`src/rtl/fseq_pkg.sv`:
```
package fseq_pkg;

    typedef enum logic [1:0] {
        ENT_FREE  = 2'd0,
        ENT_WAIT  = 2'd1,
        ENT_READY = 2'd2
    } ent_st_e;

    typedef enum logic [1:0] {
        SRC_NONE   = 2'd0,
        SRC_REPLAY = 2'd1,
        SRC_REDIR  = 2'd2,
        SRC_PRED   = 2'd3
    } src_e;

endpackage

```
`src/rtl/fseq_pend_table.sv`:
```
module fseq_pend_table
    import fseq_pkg::*;
#(
    parameter int DEPTH    = 4,
    parameter int AW       = 16,
    parameter int TW       = 8,
    parameter int LINE_LSB = 4,
    localparam int LW      = AW - LINE_LSB,
    localparam int IW      = (DEPTH > 1) ? $clog2(DEPTH) : 1
) (
    input  logic          clk,
    input  logic          rst_n,
    input  logic          clr,
    input  logic          alloc_en,
    input  logic [AW-1:0] alloc_addr,
    input  logic [TW-1:0] alloc_tag,
    input  logic          take_en,
    input  logic          take_hit,
    input  logic          fill_en,
    input  logic [LW-1:0] fill_line,
    output logic          rep_valid,
    output logic [AW-1:0] rep_addr,
    output logic [TW-1:0] rep_tag,
    output logic          full
);

    typedef struct packed {
        ent_st_e       st;
        logic [AW-1:0] addr;
        logic [TW-1:0] tag;
    } ent_t;

    ent_t [DEPTH-1:0] ent_q, ent_d;

    logic [DEPTH-1:0] free_v;
    logic [DEPTH-1:0] rdy_v;
    logic [DEPTH-1:0] fill_hit_v;
    logic [IW-1:0]    free_idx;
    logic [IW-1:0]    rdy_idx;
    logic             alloc_hot;
    logic             take_hot;

    // per-slot status and fill compare
    genvar g;
    generate
        for (g = 0; g < DEPTH; g++) begin : g_slot
            assign free_v[g]     = (ent_q[g].st == ENT_FREE);
            assign rdy_v[g]      = (ent_q[g].st == ENT_READY);
            assign fill_hit_v[g] = fill_en && (ent_q[g].st == ENT_WAIT)
                                   && (ent_q[g].addr[AW-1:LINE_LSB] == fill_line);
        end
    endgenerate

    // lowest-index pick for allocation and replay
    always_comb begin
        free_idx = '0;
        rdy_idx  = '0;
        for (int i = DEPTH - 1; i >= 0; i--) begin
            if (free_v[i]) free_idx = IW'(i);
            if (rdy_v[i])  rdy_idx  = IW'(i);
        end
    end

    assign alloc_hot = fill_en && (alloc_addr[AW-1:LINE_LSB] == fill_line);
    assign take_hot  = fill_en && (ent_q[rdy_idx].addr[AW-1:LINE_LSB] == fill_line);

    always_comb begin
        ent_d = ent_q;
        for (int i = 0; i < DEPTH; i++) begin
            if (fill_hit_v[i]) ent_d[i].st = ENT_READY;
        end
        if (take_en) begin
            if (take_hit)      ent_d[rdy_idx].st = ENT_FREE;
            else if (take_hot) ent_d[rdy_idx].st = ENT_READY;
            else               ent_d[rdy_idx].st = ENT_WAIT;
        end
        if (alloc_en) begin
            ent_d[free_idx].st   = alloc_hot ? ENT_READY : ENT_WAIT;
            ent_d[free_idx].addr = alloc_addr;
            ent_d[free_idx].tag  = alloc_tag;
        end
        if (clr) begin
            for (int i = 0; i < DEPTH; i++) ent_d[i].st = ENT_FREE;
        end
    end

    always_ff @(posedge clk) begin
        if (!rst_n) ent_q <= '0;
        else        ent_q <= ent_d;
    end

    assign rep_valid = |rdy_v;
    assign rep_addr  = ent_q[rdy_idx].addr;
    assign rep_tag   = ent_q[rdy_idx].tag;
    assign full      = ~|free_v;

endmodule

```
`src/rtl/fseq_src_arb.sv`:
```
module fseq_src_arb
    import fseq_pkg::*;
(
    input  logic flush,
    input  logic out_free,
    input  logic rep_valid,
    input  logic redir_valid,
    input  logic pred_valid,
    input  logic full,
    output src_e src
);

    always_comb begin
        src = SRC_NONE;
        if (!flush && out_free) begin
            if (rep_valid)                 src = SRC_REPLAY;
            else if (redir_valid && !full) src = SRC_REDIR;
            else if (pred_valid && !full)  src = SRC_PRED;
        end
    end

endmodule

```
`src/rtl/blkfetch_seq.sv`:
```
module blkfetch_seq
    import fseq_pkg::*;
#(
    parameter int AW       = 16,
    parameter int TW       = 8,
    parameter int DEPTH    = 4,
    parameter int LINE_LSB = 4,
    localparam int LW      = AW - LINE_LSB
) (
    input  logic          clk,
    input  logic          rst_n,
    input  logic          pred_valid,
    input  logic [AW-1:0] pred_addr,
    output logic          pred_ready,
    input  logic          flush,
    input  logic [AW-1:0] flush_addr,
    output logic          req_valid,
    input  logic          req_ready,
    output logic [AW-1:0] req_addr,
    output logic [TW-1:0] req_tag,
    input  logic          req_hit,
    input  logic          fill_valid,
    input  logic [LW-1:0] fill_line,
    output logic          out_valid,
    input  logic          out_ready,
    output logic [AW-1:0] out_addr,
    output logic [TW-1:0] out_tag
);

    typedef struct packed {
        logic          out_v;
        logic [AW-1:0] out_a;
        logic [TW-1:0] out_t;
        logic          redir_v;
        logic [AW-1:0] redir_a;
        logic [TW-1:0] seq;
    } st_t;

    st_t st_q, st_d;

    src_e          src;
    logic          out_free;
    logic          fire;
    logic          tab_full;
    logic          rep_valid;
    logic [AW-1:0] rep_addr;
    logic [TW-1:0] rep_tag;
    logic          alloc_en;
    logic          take_en;

    assign out_free = !st_q.out_v || out_ready;

    fseq_src_arb u_arb (
        .flush       (flush),
        .out_free    (out_free),
        .rep_valid   (rep_valid),
        .redir_valid (st_q.redir_v),
        .pred_valid  (pred_valid),
        .full        (tab_full),
        .src         (src)
    );

    always_comb begin
        case (src)
            SRC_REPLAY: begin req_addr = rep_addr;      req_tag = rep_tag;  end
            SRC_REDIR:  begin req_addr = st_q.redir_a;  req_tag = st_q.seq; end
            default:    begin req_addr = pred_addr;     req_tag = st_q.seq; end
        endcase
    end

    assign req_valid  = (src != SRC_NONE);
    assign fire       = req_valid && req_ready;
    assign pred_ready = fire && (src == SRC_PRED);
    assign alloc_en   = fire && !req_hit && (src != SRC_REPLAY);
    assign take_en    = fire && (src == SRC_REPLAY);

    fseq_pend_table #(
        .DEPTH    (DEPTH),
        .AW       (AW),
        .TW       (TW),
        .LINE_LSB (LINE_LSB)
    ) u_tab (
        .clk        (clk),
        .rst_n      (rst_n),
        .clr        (flush),
        .alloc_en   (alloc_en),
        .alloc_addr (req_addr),
        .alloc_tag  (req_tag),
        .take_en    (take_en),
        .take_hit   (req_hit),
        .fill_en    (fill_valid),
        .fill_line  (fill_line),
        .rep_valid  (rep_valid),
        .rep_addr   (rep_addr),
        .rep_tag    (rep_tag),
        .full       (tab_full)
    );

    always_comb begin
        st_d = st_q;
        if (out_ready) st_d.out_v = 1'b0;
        if (fire && req_hit) begin
            st_d.out_v = 1'b1;
            st_d.out_a = req_addr;
            st_d.out_t = req_tag;
        end
        if (fire && (src != SRC_REPLAY)) st_d.seq = st_q.seq + 1'b1;
        if (fire && (src == SRC_REDIR))  st_d.redir_v = 1'b0;
        if (flush) begin
            st_d.out_v   = 1'b0;
            st_d.redir_v = 1'b1;
            st_d.redir_a = flush_addr;
        end
    end

    always_ff @(posedge clk) begin
        if (!rst_n) st_q <= '0;
        else        st_q <= st_d;
    end

    assign out_valid = st_q.out_v;
    assign out_addr  = st_q.out_a;
    assign out_tag   = st_q.out_t;

endmodule

```
`config.mk`:
```
export PLATFORM = sky130hd
export DESIGN_NAME = blkfetch_seq
export DESIGN_NICKNAME = d
export VERILOG_FILES = /design/src/rtl/fseq_pkg.sv /design/src/rtl/fseq_pend_table.sv /design/src/rtl/fseq_src_arb.sv /design/src/rtl/blkfetch_seq.sv
export SDC_FILE = /design/constraint.sdc
export NUM_CORES = 1
export LEC_CHECK = 0
export ABC_AREA = 1
export BUFFER_PORTS_ARGS = -buffer_cell sky130_fd_sc_hd__buf_4
export CAP_MARGIN = 20
export CORE_MARGIN = 3
export CORE_UTILIZATION = 59
export CTS_CLUSTER_DIAMETER = 80
export DETAILED_ROUTE_END_ITERATION = 12
export PLACE_DENSITY = 0.93
export SLEW_MARGIN = 25
export SYNTH_ARGS = -nofsm -noshare
export SYNTH_HDL_FRONTEND = slang
export SYNTH_SLANG_ARGS = --single-unit
export TNS_END_PERCENT = 10
```
`constraint.sdc`:
```
create_clock -name clk -period 3.7 [get_ports clk]
set_clock_uncertainty 0.2 [all_clocks]
set_input_delay 0.37 -clock clk [delete_from_list [all_inputs] [get_ports clk]]
set_output_delay 0.37 -clock clk [all_outputs]
set_load 0.05 [all_outputs]
```
==> results.toml <==
[run_status]
status = "finished, final reports clean"

[worst_setup_path]
cp_num_buf_inv = 4
worstPathRequired_ns = 3.13
worstRegToRegCells = 19
r2r_start = "u_tab.ent_q[24]"
crit_type = "reg -> out"
r2r_end = "u_tab.ent_q[58]"
critPathMaxFanout = 16
crit_chain = "inv_2 -> nand2_4 -> nand2_1 -> nor2_2 -> nand2_1 -> nor2_2 -> inv_1 -> ha_4 -> buf_4 -> a21oi_1 -> nand2_1 -> o21a_1 -> buf_4"
cp_slowest_stage_delay_ns = 0.37
path_common_cell = "nand2_1"
slowest_stage = "a21oi_1"
start_kind = "flip-flop"
worst_setup_path_end_kind = "primary output"
rrSetupSlack_ns = 0.23
arrival_ns = 3.06
path_delay_family = "simple AND/OR/NAND/NOR gates"

[final_layout]
syn2layout_area_growth_pct = 17.5
nets = 1344
fin_util = 0.716
final_common_cell = "nand2_1"
antenna_cells = 0
final_cell_mix = "nand2_1, o21ai_0, dfxtp_1"
design_area_sq_mm = 0.0101
drive_gt1_frac = 0.206
fillers = 1053

[power_and_ir_drop]
ir_worst_vdd_v = 0.000409
p_total_mw = 4.29
p_per_area_mw_per_mm2 = 427
leakage_nw = 4.47

[timing]
worstMarginPinSlew_ns = 1.01
min_period_ns = 3.63
relSlewSlack = 0.329
finalHoldViolCount = 0
period_share = 0.980
slew_violations = 0
setup_viol = 0
rsz0062_at_grt = "true"
fmax_ghz = 0.276
setup_ws_ns = 0.0737
setup_tns_ns = 0

[clocking]
cts_root_buf = "clkbuf_16"
cts-buffers-inserted = 17
numClockSinks = 154
htree_levels = 4
clkLatencyLatePin_ns = 0.44
cts_tree = "yes"
cts_buffer_depth = 2
clk_pin_slew_ns = 0.07

[synth]
ys_ff_latch = 154
yosys.area_share.adder = 0.00877
yosysSeqAreaShare = 0.360
synth_nets = 1276
synth_cells = 1218
synthArstFlopShare = 0
yosysWarningCount = 0
synthXorXnorAreaFrac = 0.0307
yosys.area_share.simple = 0.268
synth_area_sq_mm = 0.00856
synth_cell_types = 47
ys_dominant_reg_cell = "dfxtp_1"
synth_mux_area_frac = 0
synth_top_family_by_area = "simple AND/OR/NAND/NOR gates"
synth_compound_area_frac = 0.213
synth_edf_count = 0
avgSynthCellArea_sq_um = 7.03

[drt]
drt_wl_total_mm = 27.0
initialDrtViolationCount = 1152
wl_per_cell_um = 18.3
drc_errors = 0
routed-via-count = 8854
dr.pass1.iters = 7
drtAntennaViolNets = 0
via_per_inst = 5.99

[job]
drv_cap = 0

[place]
gp_congestion = 1.04
place_area_sq_mm = 0.00922
dp_hpwl_mm = 18.2
port_buffers = 102
place_ws_ns = 0.219

[min_path]
min_path_cells = 4
holdPathEnd = "out_valid"
hold_path_class = "in -> reg"
hp-start = "out_ready"

[grt]
grt_pass1_vias = 8235
grt_usage = 0.325
grt_pass1_wl_mm = 41.5
grt_max_degree = 124
antenna_found_initial = 0
grt_overflow = 0

[floorplan]
io_pins = 103
rows = 43
fp.coreArea_sq_mm = 0.0140
dieArea_sq_mm = 0.0160
start_util = 0.610
die_h_um = 126
die_width_um = 126
## cell type report
cell class / count / area [sq um] / share of cell area
inverters: 126 / 480 / 0.0478
flip-flops and latches: 154 / 3080 / 0.307
clock buffers: 19 / 443 / 0.0441
repair buffers: 142 / 1160 / 0.115
well taps: 180 / 225 / 0.0224
repair inverters: 1 / 5.00 / 0.000498
clock inverters: 13 / 131 / 0.0131
multi-input cells: 844 / 4520 / 0.450
## per-layer routing
metal,global-route usage,part of all wire
met3,0.105,0.13
met1,0.423,0.39
met2,0.492,0.44
met4,0.151,0.038
met5,0,0
## repair_timing
action,4_1_cts,5_1_grt
endpoints found under the setup margin,0,115
hold buffers,16,0
gates resized for setup,0,18
buffers inserted,0,2
endpoints found under the hold margin,16,0
## state kept, by name (all words and copies together), names as in the netlist
register     count
out_addr        16
st_q            25
out_tag          8
out_valid        1
u_tab.ent_q    104
## cells in the mapped netlist (10+ instances only)
library cell	count	area (sq um)
nand2_1	176	661
a21oi_1	147	736
buf_4	28	210
nand2_2	24	150
nand3_2	26	260
nor2_1	104	390
inv_1	118	443
nand3_1	61	305
dfxtp_1	154	3080
xnor2_1	17	149
o21ai_0	160	801
nor3_1	14	70.1
buf_2	10	50.1
xor2_1	13	114
or2_2	17	106
clkbuf_1	45	169
## cells by family (layout without fill, tap and decap cells)
family,after synthesis,after routing
xor gates and xnor gates,30,30
buffers and inverters,220,301
adders and majority gates,6,6
DFF,154,154
and+or+nand+nor,462,462
AOI/OAI and AO/OA,346,346
## stage by stage
step / instances / hold slack [ns]
CTS: 1475 / 0.0318
finish: 1479 / 0.0371
floorplan: 1218 / 0.234
detailed placement: 1427 / 0.258
global placement: 1427 / 0.251
global route: 1479 / 0.0560
## tightest hold or removal path, stage by stage
cell and delay, ns:
buf_4 0.07, inv_1 0.03, nand2_1 0.09, a21oi_1 0.07
## report_power, final
part	switching, mW	internal (mW)
Clock	0.760	0.963
Sequential	0.0349	1.71
Combinational	0.564	0.264
Total	1.36	2.93
## how the worst max path moves through the flow
| stage | to | depth (start not counted) | slack (ns) | start |
|---|---|---|---|---|
| 2_1_floorplan | u_tab.ent_q[56] | 12 | 0.23 | flush |
| 3_3_place_gp | u_tab.ent_q[84] | 20 | 0.43 | u_tab.ent_q[51] |
| 3_5_place_dp | u_tab.ent_q[78] | 20 | 0.22 | u_tab.ent_q[51] |
| 4_1_cts | req_tag[3] | 13 | 0.06 | u_tab.ent_q[51] |
| 5_1_grt | req_addr[14] | 14 | -0.05 | u_tab.ent_q[50] |
| 6_report | req_addr[1] | 13 | 0.07 | u_tab.ent_q[24] |
Power figures use the tool's default switching activity.
